**src/rtl/radio_port_pkg.sv**
```systemverilog
package radio_port_pkg;

    localparam int ADDR_W   = 5;
    localparam int MB_BYTES = 5;
    localparam int MB_REGS  = 3;
    localparam int WID_W    = 6;

    localparam logic [ADDR_W-1:0] A_CONFIG  = 5'h00;
    localparam logic [ADDR_W-1:0] A_STATUS  = 5'h07;
    localparam logic [ADDR_W-1:0] A_ADDR_P0 = 5'h0A;
    localparam logic [ADDR_W-1:0] A_ADDR_P1 = 5'h0B;
    localparam logic [ADDR_W-1:0] A_ADDR_TX = 5'h10;
    localparam logic [ADDR_W-1:0] A_WID_LO  = 5'h11;
    localparam logic [ADDR_W-1:0] A_WID_HI  = 5'h16;
    localparam logic [ADDR_W-1:0] A_QSTAT   = 5'h17;

    localparam logic [7:0] CFG_RESET = 8'h08;

    typedef enum logic [2:0] {
        OP_RD_REG,
        OP_WR_REG,
        OP_RD_RX,
        OP_WR_TX,
        OP_FLUSH_TX,
        OP_FLUSH_RX,
        OP_NOP
    } op_e;

    typedef struct packed {
        op_e               op;
        logic [ADDR_W-1:0] addr;
    } cmd_t;

    typedef struct packed {
        logic rx_dr;
        logic tx_ds;
        logic max_rt;
    } flags_t;

    function automatic cmd_t decode_cmd(input logic [7:0] b);
        cmd_t c;
        c.addr = b[ADDR_W-1:0];
        if (b[7:5] == 3'b000)      c.op = OP_RD_REG;
        else if (b[7:5] == 3'b001) c.op = OP_WR_REG;
        else if (b == 8'h61)       c.op = OP_RD_RX;
        else if (b == 8'hA0)       c.op = OP_WR_TX;
        else if (b == 8'hE1)       c.op = OP_FLUSH_TX;
        else if (b == 8'hE2)       c.op = OP_FLUSH_RX;
        else                       c.op = OP_NOP;
        return c;
    endfunction

    // Index of a five-byte register, or MB_REGS when the address is single-byte.
    function automatic int mb_index(input logic [ADDR_W-1:0] a);
        if (a == A_ADDR_P0) return 0;
        if (a == A_ADDR_P1) return 1;
        if (a == A_ADDR_TX) return 2;
        return MB_REGS;
    endfunction

    function automatic logic [7:0] mb_reset(input int sel);
        return (sel == 1) ? 8'hC2 : 8'hE7;
    endfunction

    function automatic logic [7:0] write_mask(input logic [ADDR_W-1:0] a);
        if (a == A_CONFIG) return 8'h7F;
        if (a >= A_WID_LO && a <= A_WID_HI) return 8'h3F;
        return 8'hFF;
    endfunction

endpackage

```
**src/rtl/spi_port_frontend.sv**
```systemverilog
module spi_port_frontend #(
    parameter int SYNC_STAGES = 2
) (
    input  logic       clk,
    input  logic       rst,
    input  logic       csn,
    input  logic       sck,
    input  logic       mosi,
    input  logic [7:0] first_byte,
    input  logic [7:0] next_byte,
    output logic       miso,
    output logic       frame_start,
    output logic       byte_done,
    output logic [7:0] rx_byte
);
    // Each stage holds {csn, sck, mosi}.
    logic [2:0] sync_q [SYNC_STAGES];
    logic       csn_s, sck_s, mosi_s;
    logic       csn_d, sck_d;
    logic       sck_rise, sck_fall;
    logic [2:0] bit_cnt;
    logic [7:0] rx_sh, tx_sh;

    always_ff @(posedge clk) begin
        if (rst) begin
            for (int i = 0; i < SYNC_STAGES; i++) sync_q[i] <= 3'b100;
        end else begin
            sync_q[0] <= {csn, sck, mosi};
            for (int i = 1; i < SYNC_STAGES; i++) sync_q[i] <= sync_q[i-1];
        end
    end

    assign {csn_s, sck_s, mosi_s} = sync_q[SYNC_STAGES-1];
    assign frame_start = csn_d & ~csn_s;
    assign sck_rise    = ~csn_s & ~sck_d & sck_s;
    assign sck_fall    = ~csn_s & sck_d & ~sck_s;
    assign miso        = tx_sh[7];

    always_ff @(posedge clk) begin
        if (rst) begin
            csn_d     <= 1'b1;
            sck_d     <= 1'b0;
            bit_cnt   <= '0;
            rx_sh     <= '0;
            tx_sh     <= '0;
            rx_byte   <= '0;
            byte_done <= 1'b0;
        end else begin
            csn_d     <= csn_s;
            sck_d     <= sck_s;
            byte_done <= 1'b0;
            if (frame_start) begin
                bit_cnt <= '0;
                tx_sh   <= first_byte;
            end else if (sck_rise) begin
                rx_sh   <= {rx_sh[6:0], mosi_s};
                bit_cnt <= bit_cnt + 3'd1;
                if (bit_cnt == 3'd7) begin
                    byte_done <= 1'b1;
                    rx_byte   <= {rx_sh[6:0], mosi_s};
                end
            end else if (sck_fall) begin
                if (bit_cnt == 3'd0) tx_sh <= next_byte;
                else                 tx_sh <= {tx_sh[6:0], 1'b0};
            end
        end
    end

    // the output bit moves only at a frame start or a falling serial clock
    p_miso_hold_r1: assert property (@(posedge clk) disable iff (rst)
        (!frame_start && !sck_fall) |=> $stable(miso));

endmodule

```
**src/rtl/byte_fifo.sv**
```systemverilog
module byte_fifo #(
    parameter int DEPTH = 8,
    parameter int W     = 8
) (
    input  logic         clk,
    input  logic         rst,
    input  logic         flush,
    input  logic         wr_en,
    input  logic [W-1:0] wr_data,
    input  logic         rd_en,
    output logic [W-1:0] rd_data,
    output logic         full,
    output logic         empty
);
    localparam int PW = (DEPTH > 1) ? $clog2(DEPTH) : 1;
    localparam int CW = $clog2(DEPTH + 1);

    logic [W-1:0]  mem [DEPTH];
    logic [PW-1:0] wp, rp;
    logic [CW-1:0] cnt;

    function automatic logic [PW-1:0] bump(input logic [PW-1:0] p);
        return (p == PW'(DEPTH - 1)) ? '0 : p + PW'(1);
    endfunction

    always_ff @(posedge clk) begin
        if (wr_en) mem[wp] <= wr_data;
    end

    always_ff @(posedge clk) begin
        if (rst || flush) begin
            wp  <= '0;
            rp  <= '0;
            cnt <= '0;
        end else begin
            if (wr_en) wp <= bump(wp);
            if (rd_en) rp <= bump(rp);
            cnt <= cnt + CW'(wr_en) - CW'(rd_en);
        end
    end

    assign rd_data = mem[rp];
    assign full    = (cnt == CW'(DEPTH));
    assign empty   = (cnt == '0);

    p_no_overflow_r8: assert property (@(posedge clk) disable iff (rst)
        wr_en |-> !full);
    p_no_underflow_r9: assert property (@(posedge clk) disable iff (rst)
        rd_en |-> !empty);
    p_flush_empties_r10: assert property (@(posedge clk) disable iff (rst)
        flush |=> empty);
    p_count_bound_r12: assert property (@(posedge clk) disable iff (rst)
        cnt <= CW'(DEPTH));

endmodule

```
**src/rtl/radio_cmd_core.sv**
```systemverilog
module radio_cmd_core
    import radio_port_pkg::*;
(
    input  logic       clk,
    input  logic       rst,
    input  logic       frame_start,
    input  logic       byte_done,
    input  logic [7:0] rx_byte,
    input  logic       ev_rx_dr,
    input  logic       ev_tx_ds,
    input  logic       ev_max_rt,
    input  logic       tx_full,
    input  logic       tx_empty,
    input  logic       rx_full,
    input  logic       rx_empty,
    input  logic [7:0] rx_head,
    output logic [7:0] status_byte,
    output logic [7:0] next_byte,
    output logic       tx_push,
    output logic [7:0] tx_push_data,
    output logic       tx_flush,
    output logic       rx_pop,
    output logic       rx_flush,
    output logic       irq_n
);
    localparam int NREG = 1 << ADDR_W;

    logic [7:0]       bank [NREG];
    logic [7:0]       mb   [MB_REGS][MB_BYTES];
    flags_t           flags;
    flags_t           clr;
    cmd_t             cmd_q, dec;
    logic             have_cmd;
    logic [WID_W-1:0] idx;
    logic [WID_W-1:0] width;
    logic             at_cmd, at_data, wr_reg;
    op_e              cur_op;
    logic [ADDR_W-1:0] rd_addr;
    logic [WID_W:0]   rd_k;
    logic [7:0]       rd_val, qstat;
    logic [WID_W:0]   next_slot;

    assign dec       = decode_cmd(rx_byte);
    assign width     = bank[A_WID_LO][WID_W-1:0];
    assign at_cmd    = byte_done & ~have_cmd;
    assign at_data   = byte_done & have_cmd;
    assign cur_op    = at_cmd ? dec.op : cmd_q.op;
    assign wr_reg    = at_data && (cmd_q.op == OP_WR_REG);
    assign next_slot = {1'b0, idx} + (WID_W+1)'(1);

    assign status_byte = {1'b0, flags.rx_dr, flags.tx_ds, flags.max_rt,
                          {3{rx_empty}}, tx_full};
    assign qstat = {2'b00, tx_full, tx_empty, 2'b00, rx_full, rx_empty};

    // Read data for the byte that follows the one just completed.
    always_comb begin
        rd_addr = at_cmd ? dec.addr : cmd_q.addr;
        rd_k    = at_cmd ? '0 : next_slot;
        rd_val  = 8'h00;
        if (rd_addr == A_STATUS) begin
            if (rd_k == '0) rd_val = status_byte;
        end else if (rd_addr == A_QSTAT) begin
            if (rd_k == '0) rd_val = qstat;
        end else if (mb_index(rd_addr) < MB_REGS) begin
            if (rd_k < (WID_W+1)'(MB_BYTES))
                rd_val = mb[mb_index(rd_addr)][rd_k[2:0]];
        end else if (rd_k == '0) begin
            rd_val = bank[rd_addr];
        end
    end

    always_comb begin
        rx_pop = 1'b0;
        if (at_cmd && dec.op == OP_RD_RX)
            rx_pop = (width != '0) && !rx_empty;
        else if (at_data && cmd_q.op == OP_RD_RX)
            rx_pop = (next_slot < {1'b0, width}) && !rx_empty;
    end

    assign tx_push      = at_data && (cmd_q.op == OP_WR_TX) && (idx < width) && !tx_full;
    assign tx_push_data = rx_byte;
    assign tx_flush     = at_cmd && (dec.op == OP_FLUSH_TX);
    assign rx_flush     = at_cmd && (dec.op == OP_FLUSH_RX);

    always_comb begin
        clr = '0;
        if (wr_reg && cmd_q.addr == A_STATUS && idx == '0) clr = rx_byte[6:4];
    end

    assign irq_n = ~((flags.rx_dr  & ~bank[A_CONFIG][6]) |
                     (flags.tx_ds  & ~bank[A_CONFIG][5]) |
                     (flags.max_rt & ~bank[A_CONFIG][4]));

    // Frame tracking and reply selection.
    always_ff @(posedge clk) begin
        if (rst) begin
            have_cmd  <= 1'b0;
            cmd_q     <= '{op: OP_NOP, addr: '0};
            idx       <= '0;
            next_byte <= '0;
        end else if (frame_start) begin
            have_cmd <= 1'b0;
            idx      <= '0;
        end else if (byte_done) begin
            if (!have_cmd) begin
                have_cmd <= 1'b1;
                cmd_q    <= dec;
            end else if (idx != '1) begin
                idx <= idx + WID_W'(1);
            end
            case (cur_op)
                OP_RD_REG: next_byte <= rd_val;
                OP_RD_RX:  next_byte <= rx_pop ? rx_head : 8'h00;
                default:   next_byte <= 8'h00;
            endcase
        end
    end

    // Register storage.
    always_ff @(posedge clk) begin
        if (rst) begin
            for (int a = 0; a < NREG; a++) bank[a] <= 8'h00;
            bank[A_CONFIG] <= CFG_RESET;
            for (int s = 0; s < MB_REGS; s++)
                for (int b = 0; b < MB_BYTES; b++) mb[s][b] <= mb_reset(s);
        end else if (wr_reg && cmd_q.addr != A_STATUS && cmd_q.addr != A_QSTAT) begin
            if (mb_index(cmd_q.addr) < MB_REGS) begin
                if (idx < WID_W'(MB_BYTES))
                    mb[mb_index(cmd_q.addr)][idx[2:0]] <= rx_byte;
            end else if (idx == '0) begin
                bank[cmd_q.addr] <= rx_byte & write_mask(cmd_q.addr);
            end
        end
    end

    // Sticky flags: an event in the same cycle wins over a clear.
    always_ff @(posedge clk) begin
        if (rst) flags <= '0;
        else     flags <= (flags & ~clr) | {ev_rx_dr, ev_tx_ds, ev_max_rt};
    end

    p_w1c_rx_r6: assert property (@(posedge clk) disable iff (rst)
        $fell(flags.rx_dr) |-> $past(wr_reg && cmd_q.addr == A_STATUS && idx == '0 && rx_byte[6]));
    p_w1c_max_r6: assert property (@(posedge clk) disable iff (rst)
        $fell(flags.max_rt) |-> $past(wr_reg && cmd_q.addr == A_STATUS && idx == '0 && rx_byte[4]));
    p_irq_masked_r7: assert property (@(posedge clk) disable iff (rst)
        (bank[A_CONFIG][6] && bank[A_CONFIG][5] && bank[A_CONFIG][4]) |-> irq_n);
    p_cfg_top_bit_r3: assert property (@(posedge clk) disable iff (rst)
        !bank[A_CONFIG][7]);

endmodule

```
**src/rtl/radio_ctrl_port.sv**
```systemverilog
module radio_ctrl_port #(
    parameter int FIFO_DEPTH  = 8,
    parameter int SYNC_STAGES = 2
) (
    input  logic       clk,
    input  logic       rst,
    input  logic       csn,
    input  logic       sck,
    input  logic       mosi,
    output logic       miso,
    output logic       irq_n,
    input  logic       rx_wr_valid,
    input  logic [7:0] rx_wr_data,
    output logic       rx_wr_ready,
    output logic       tx_rd_valid,
    output logic [7:0] tx_rd_data,
    input  logic       tx_rd_take,
    input  logic       ev_rx_dr,
    input  logic       ev_tx_ds,
    input  logic       ev_max_rt
);
    logic       frame_start, byte_done;
    logic [7:0] rx_byte, status_byte, next_byte;
    logic       tx_push, tx_flush, rx_pop, rx_flush;
    logic [7:0] tx_push_data, rx_head;
    logic       tx_full, tx_empty, rx_full, rx_empty;

    spi_port_frontend #(.SYNC_STAGES(SYNC_STAGES)) u_front (
        .clk(clk), .rst(rst), .csn(csn), .sck(sck), .mosi(mosi),
        .first_byte(status_byte), .next_byte(next_byte), .miso(miso),
        .frame_start(frame_start), .byte_done(byte_done), .rx_byte(rx_byte)
    );

    radio_cmd_core u_core (
        .clk(clk), .rst(rst), .frame_start(frame_start), .byte_done(byte_done),
        .rx_byte(rx_byte), .ev_rx_dr(ev_rx_dr), .ev_tx_ds(ev_tx_ds),
        .ev_max_rt(ev_max_rt), .tx_full(tx_full), .tx_empty(tx_empty),
        .rx_full(rx_full), .rx_empty(rx_empty), .rx_head(rx_head),
        .status_byte(status_byte), .next_byte(next_byte), .tx_push(tx_push),
        .tx_push_data(tx_push_data), .tx_flush(tx_flush), .rx_pop(rx_pop),
        .rx_flush(rx_flush), .irq_n(irq_n)
    );

    byte_fifo #(.DEPTH(FIFO_DEPTH), .W(8)) u_txq (
        .clk(clk), .rst(rst), .flush(tx_flush), .wr_en(tx_push),
        .wr_data(tx_push_data), .rd_en(tx_rd_take & ~tx_empty),
        .rd_data(tx_rd_data), .full(tx_full), .empty(tx_empty)
    );

    byte_fifo #(.DEPTH(FIFO_DEPTH), .W(8)) u_rxq (
        .clk(clk), .rst(rst), .flush(rx_flush), .wr_en(rx_wr_valid & ~rx_full),
        .wr_data(rx_wr_data), .rd_en(rx_pop),
        .rd_data(rx_head), .full(rx_full), .empty(rx_empty)
    );

    assign rx_wr_ready = ~rx_full;
    assign tx_rd_valid = ~tx_empty;

endmodule

```
**config.mk**
```make
export PLATFORM = sky130hd
export DESIGN_NAME = radio_ctrl_port
export DESIGN_NICKNAME = d
export VERILOG_FILES = /design/src/rtl/radio_port_pkg.sv /design/src/rtl/spi_port_frontend.sv /design/src/rtl/byte_fifo.sv /design/src/rtl/radio_cmd_core.sv /design/src/rtl/radio_ctrl_port.sv
export SDC_FILE = /design/constraint.sdc
export NUM_CORES = 1
export LEC_CHECK = 0
export BUFFER_PORTS_ARGS = -buffer_cell sky130_fd_sc_hd__buf_2
export CAP_MARGIN = 20
export CORE_AREA = 2 2 344 346
export DETAILED_ROUTE_END_ITERATION = 12
export DIE_AREA = 0 0 346 348
export HOLD_SLACK_MARGIN = 0.15
export SETUP_SLACK_MARGIN = 0.02
export SYNTH_ARGS = -nofsm -noshare
export SYNTH_HDL_FRONTEND = slang
export SYNTH_HIERARCHICAL = 1
export SYNTH_SLANG_ARGS = --single-unit
```
**constraint.sdc**
```tcl
create_clock -name clk -period 3.4 [get_ports clk]
set_input_delay 0.34 -clock clk [delete_from_list [all_inputs] [get_ports clk]]
set_output_delay 0.34 -clock clk [all_outputs]
set_load 0.05 [all_outputs]
```
==> impl_metrics.py, run 1 <==
metrics = {
    "global_route": {
        "grt_use_total_pct": 13.4,
        "grt_pass1_wl_um": 123000,
        "grt_remaining_overflow": 0,
        "grt_antenna_before_repair": 3,
        "grt_max_degree": 143,
        "grt_pass1_vias": 19000,
    },
    "timing": {
        "finalClockSkew_ns": 0.0415,
        "tightest_slew_ns": 0.955,
        "finalWorstSetupSlack_ns": 0.126,
        "tns_ns": 0,
        "period_minus_slack_ns": 3.27,
        "hold_viol": 0,
        "timing.final.crit_share_pct": 96.3,
        "slew_viol_final": 0,
        "rsz0062_at_grt": "no",
        "fin_hold_ws_ns": 0.274,
        "max_freq_mhz": 305,
        "slew_headroom_pct": 36.1,
        "finalSetupViolations": 0,
    },
    "placement": {
        "place_hpwl_um": 55300,
        "port_buffers": 29,
        "place_ws_ns": -0.344,
        "gp_congestion": 0.945,
    },
    "drt": {
        "dr.pass1.iters": 8,
        "vias": 19900,
        "drc_errors": 0,
        "totalWireLength_um": 83100,
        "wl_per_cell_um": 20.1,
        "viasPerCell": 4.81,
        "drt_iter0_markers": 2263,
        "ant_nets": 0,
    },
    "power_and_ir_drop": {
        "power_density_nw_per_um2": 517,
        "leakagePower_uw": 0.0124,
        "vdd_drop_max_mv": 0.362,
    },
    "synth": {
        "yosysMostFrequentCell": "edfxtp_1",
        "netlist_area_um2": 29000,
        "avgSynthCellArea_um2": 12.2,
        "yosysTopAreaCellShare_pct": 56.4,
        "synth_area_leader_cell": "edfxtp_1",
        "synth.area.top_cells": "edfxtp_1 (56%), dfxtp_1 (6.0%), nand2_1 (4.6%), and3_1 (3.2%), mux2i_1 (2.9%)",
        "synth_edf_count": 544,
        "synth-seq-cells": 631,
        "yosys_warnings": 6,
        "ys_types": 96,
        "synth_commonest_cells": "edfxtp_1 (544), nand2_1 (356), nor2_1 (189), and3_1 (146), clkbuf_1 (112)",
        "synth.yosys.seq_area_share_pct": 62.4,
        "synthArstFlopShare_pct": 0,
        "syn_inst": 2373,
        "yosys_most_used_dff": "edfxtp_1",
    },
    "clock_network": {
        "cts.sinks": 631,
        "cts_buffer_depth": 3,
        "htreeDepth": 3,
        "clk_latency_ns": 0.65,
        "cts_buffers": 73,
        "path_clk_slew_ns": 0.07,
        "root_buffer": "clkbuf_16",
        "cts_tree": "built",
    },
    "floorplanning": {
        "rows": 126,
        "die-area_um2": 120000,
        "start_util_pct": 24.8,
        "ios": 30,
        "core_um2": 117000,
        "die_h_um": 348,
        "die_w_um": 346,
    },
    "setup_path": {
        "critPathSlowestCell": "nor2_1",
        "critical_path.top_delay_family": "simple AND/OR/NAND/NOR gates",
        "path_cells": "nor2b_4, buf_4, buf_4, buf_4, nor2_1, nand2_1, a311oi_1, a31oi_1, nand2_1, nand4_1, a311oi_1",
        "max_stage_delay_ns": 0.72,
        "cp.arrival_ns": 3.82,
        "endpoint_kind": "flop",
        "path_buf_inv": 3,
        "worstSetupStartpointType": "flop",
        "critical_path_class": "reg2reg",
        "cp_common_cell": "buf_4",
        "crit_fanout": 10,
        "worstPathRequired_ns": 3.95,
    },
    "flow_run": {
        "drv_cap": 0,
    },
    "layout": {
        "drive_above_1_share_pct": 15.5,
        "layout.nets": 2597,
        "n_fill_cell": 11900,
        "area_delta_synth_final_pct": 18.6,
    },
    "hold_path": {
        "hold_path.class": "in2reg",
    },
    "status": {
        "status": "finished clean",
    },
}
## cell type report
| class | instances | area [um2] | area share (%) |
|---|---|---|---|
| sequential | 631 | 18100 | 52.6 |
| multi-input combinational | 1594 | 10300 | 29.9 |
| clock buffer | 96 | 1970 | 5.75 |
| tap | 1536 | 1920 | 5.59 |
| timing repair buffer | 186 | 1500 | 4.36 |
| clock inverter | 39 | 410 | 1.19 |
| inverter | 55 | 206 | 0.601 |
| antenna | 2 | 5.00 | 0.0146 |
## worst min-delay path: cells and delay by family
kind                   cells  cell delay, ns
buffers and inverters      1            0.13
and+or+nand+nor            2            0.32
AOI/OAI and AO/OA          1            0.06
## path summary, 6_finish.rpt
path	startpoint	to	slack, ns	cells after the start
min reg2reg	u_front/sync_q[0][2]	u_front/sync_q[0][5]	0.43	1
max	u_front/byte_done	u_core/next_byte[1]	0.13	11
max reg2reg	u_front/byte_done	u_core/next_byte[1]	0.13	11
min	rx_wr_valid	u_rxq/wp[1]	0.27	4
## sequential cells by signal, indices dropped and copies added (netlist names), 4 cells and up, named ones only
signal and flops:
u_front/rx_byte 8, u_front/rx_sh 7, u_core/bank 256, u_rxq/mem 64, u_front/sync_q 6, u_core/idx 6
u_txq/mem 64, u_front/tx_sh 8, u_core/cmd_q 8, u_core/next_byte 8, u_txq/cnt 4, u_rxq/cnt 4
u_core/mb 160
## power by group
| group | internal, uW | leakage (uW) | switching [uW] | total, uW |
|---|---|---|---|---|
| sequential | 8670 | 0.00594 | 129 | 8800 |
| clock | 4530 | 0.00116 | 3260 | 7790 |
| combinational | 396 | 0.00533 | 770 | 1170 |
## per-stage QoR
stage          utilization (%)  power, uW  std cells  area (um2)
2_1_floorplan                -       9750       2466       29300
3_5_place_dp              27.1      10100       3984       31800
6_report                  29.4      17800       4139       34400
3_3_place_gp              27.1      10100       3984       31800
4_1_cts                   29.3      17900       4135       34300
5_1_grt                   29.4      18300       4137       34400
## routing by layer
| layer | wire [um] | GRT usage (%) | vias up |
|---|---|---|---|
| met1 | 36200 | 18.7 | 9825 |
| met2 | 36900 | 20.3 | 903 |
| met3 | 7010 | 2.73 | 177 |
| met4 | 3020 | 5.10 | 0 |
| li1 | - | - | 8997 |
| met5 | 0 | 0 | - |
## cell usage in the layout (no fill, tap or decap), types with 26 or more instances in the layout
cell	synthesis	routed
a21oi_1	99	98
a31oi_1	26	26
and2_1	40	40
and3_1	146	146
buf_2	33	28
buf_4	18	133
clkbuf_16	0	74
conb_1	1	94
dfxtp_1	87	78
edfxtp_1	544	544
ha_1	36	35
inv_1	53	53
mux2i_1	85	84
mux4_1	30	30
nand2_1	356	356
nand2b_1	47	47
nand3_1	61	61
nor2_1	189	188
nor3_1	41	40
## what timing repair did
item | CTS | global route
hold buffers | 14 | 0
setup buffers | 2 | 0
gates resized for setup | 2 | 10
endpoints found under the hold margin | 70 | 0
cloned | 0 | 2
setup endpoints to repair | 1 | 6
pin swaps | 0 | 1
## cells by family after synthesis
family | Yosys count | share of synthesized area, %
and+or+nand+nor | 988 | 16.7
AOI/OAI and AO/OA | 305 | 7.25
DFF | 631 | 62.4
other | 1 | 0.0129
buffers and inverters | 243 | 3.92
xor gates and xnor gates | 13 | 0.393
adders and majority gates | 38 | 1.69
muxes | 154 | 7.66
No activity file was read; power rests on OpenSTA's default activity.
==> run 2, diff against run 1 <==
==> constraint.sdc (replaced) <==
create_clock -name clk -period 3.9 [get_ports clk]
set_input_delay 0.39 -clock clk [delete_from_list [all_inputs] [get_ports clk]]
set_output_delay 0.39 -clock clk [all_outputs]
set_load 0.05 [all_outputs]
==> run 2 against run 1 <==
Effect of this change:
- register-to-register slack improved by 0.13 ns
- flip-flop and latch count is the same
- power down 14%
- global-route usage decreased by 0.32 points
- clock-buffer cell count shrank 2
- combinational power down 16%
- non-clock buffer count fell by 39
- critical path depth down 3
- largest cell class unchanged
- largest power group unchanged
- highest routed layer unchanged
==> impl_metrics.py, run 2 (synthesis results as in run 1) <==
metrics = {
    "status": {
        "status": "finished clean",
    },
    "power_and_ir_drop": {
        "seq_power_share_pct": 50.5,
        "power_density_nw_per_um2": 450,
        "p_clk_share_pct": 43.1,
        "p_int_uw": 11700,
        "leakagePower_uw": 0.0121,
        "pwr-share-comb_pct": 6.5,
        "vdd_drop_max_mv": 0.337,
        "switching_share_pct": 23.3,
        "finalPower_uw": 15200,
        "switchingPower_uw": 3550,
    },
    "timing": {
        "hold_viol": 0,
        "slew_headroom_pct": 34.2,
        "finalSetupViolations": 0,
        "tightest_slew_ns": 0.983,
        "timing.final.crit_share_pct": 93.4,
        "period_minus_slack_ns": 3.64,
        "max_freq_mhz": 274,
        "rsz0062_at_grt": "no",
        "slew_viol_final": 0,
        "tns_ns": 0,
        "finalClockSkew_ns": 0.0471,
    },
    "layout": {
        "regArea_um2": 18100,
        "layout.nets": 2555,
        "top_register": "u_core/bank",
        "multiInputGateArea_um2": 10200,
        "n_fill_cell": 12100,
        "largest_reg_flops": 256,
        "diodes": 0,
        "mostFrequentLayoutCells": "edfxtp_1 (544), nand2_1 (356), nor2_1 (188)",
        "drive_above_1_share_pct": 13.7,
        "area_delta_synth_final_pct": 16.7,
        "final_common_cell": "edfxtp_1",
        "largestRegisters": "u_core/bank (256), u_core/mb (160)",
    },
    "global_route": {
        "grt_use_total_pct": 13.0,
        "grt_max_degree": 65,
        "use_met2_pct": 20.1,
        "grt_pass1_wl_um": 120000,
        "grt_remaining_overflow": 0,
        "grt_antenna_before_repair": 2,
        "grt_pass1_vias": 18600,
        "grt_busiest_layer": "met2",
        "gr-usage-met3_pct": 2.11,
        "use_met1_pct": 18.5,
    },
    "drt": {
        "totalWireLength_um": 81000,
        "vias": 19600,
        "drc_errors": 0,
        "drt_iter0_markers": 2103,
        "wl_per_cell_um": 19.8,
        "ant_nets": 0,
        "viasPerCell": 4.80,
        "dr.pass1.iters": 5,
    },
    "setup_path": {
        "cp.arrival_ns": 4.12,
        "max_stage_delay_ns": 0.80,
        "critPathSlowestCell": "or4_4",
        "path_cells": "nor2b_4, mux2_4, or4_4, o221ai_1, o2111ai_1, and3_1, o311ai_1, a311oi_1",
        "endpoint_kind": "flop",
        "worstPathRequired_ns": 4.38,
        "critical_path_class": "reg2reg",
        "worstRegToRegCells": 8,
        "worstSetupStartpointType": "flop",
        "crit_fanout": 29,
    },
    "clock_network": {
        "cts_buffers": 72,
        "htreeDepth": 3,
        "clk_latency_ns": 0.63,
        "path_clk_slew_ns": 0.06,
        "cts_buffer_depth": 3,
        "cts_resized": 0,
        "cts_tree": "built",
        "root_buffer": "clkbuf_16",
        "cts_setup_buffers": 0,
        "cts.sinks": 631,
    },
    "floorplanning": {
        "ios": 30,
        "core_um2": 117000,
        "die_h_um": 348,
        "die-area_um2": 120000,
        "rows": 126,
        "start_util_pct": 24.8,
        "die_w_um": 346,
    },
    "placement": {
        "place_hpwl_um": 53800,
        "gp_congestion": 0.921,
        "port_buffers": 29,
    },
    "hold_path": {
        "hold_path.class": "in2reg",
        "hold-path-cell-count": 2,
    },
    "flow_run": {
        "drv_cap": 0,
    },
}
run 2: cell count changes in the layout (fill, tap and decap cells not counted), sizes merged:
cell,change
or4,-1
clkbuf,-2
buf,-39
clkinv,-3
a21o,-1
diode,-2
bufinv,-2
clkinvlp,+2
run 2: layout make-up:
class | instances | share of cell area [%]
Timing Repair Buffer | 147 | 3.38
Clock inverter | 36 | 0.962
Multi-Input combinational cell | 1592 | 30.1
Tap cell | 1536 | 5.68
Sequential cell | 631 | 53.5
Inverter | 55 | 0.610
Clock buffer | 94 | 5.78
run 2: repair_timing:
action	CTS	global route
hold endpoints to repair	70	0
setup endpoints to repair	0	0
hold buffers	14	0
run 2: stage by stage:
stage | utilization [%] | worst slack, ns | cells | hold WS [ns] | area [um2]
2_1_floorplan | - | 0.316 | 2466 | 0.389 | 29300
3_3_place_gp | 26.8 | 0.326 | 3947 | 0.398 | 31400
3_5_place_dp | 26.8 | 0.314 | 3947 | 0.397 | 31400
4_1_cts | 28.9 | 0.287 | 4091 | 0.192 | 33800
5_1_grt | 28.9 | 0.172 | 4091 | 0.229 | 33800
6_report | 28.9 | 0.256 | 4091 | 0.234 | 33800
run 2: power by group through the flow:
stage / sequential [uW] / combinational (uW) / clock (uW)
2_1_floorplan: 7750 / 747 / 0
3_3_place_gp: 7820 / 957 / 0
3_5_place_dp: 7820 / 978 / 0
4_1_cts: 7680 / 993 / 6720
5_1_grt: 7700 / 1080 / 6980
6_report: 7680 / 986 / 6550
run 2: final timing paths:
kind,start,end,slack [ns]
worst min register to register,u_front/sync_q[0][2],u_front/sync_q[0][5],0.41
worst min-delay path,rst,u_front/tx_sh[2],0.23
worst max register to register,u_front/byte_done,u_core/next_byte[7],0.26
worst max-delay path,u_front/byte_done,u_core/next_byte[7],0.26
run 2: worst max-delay path: cells and delay by family, from the launching register on:
family / cells / cell delay [ns]
AOI/OAI and AO/OA: 4 / 1.13
DFF: 1 / 0.50
muxes: 1 / 0.46
and+or+nand+nor: 3 / 1.38
run 2: metal layers:
| metal | vias to the layer above | wire length [um] |
|---|---|---|
| met5 | - | 0 |
| met4 | 0 | 2430 |
| met3 | 158 | 6150 |
| met2 | 800 | 36300 |
| met1 | 9768 | 36100 |
| li1 | 8897 | - |
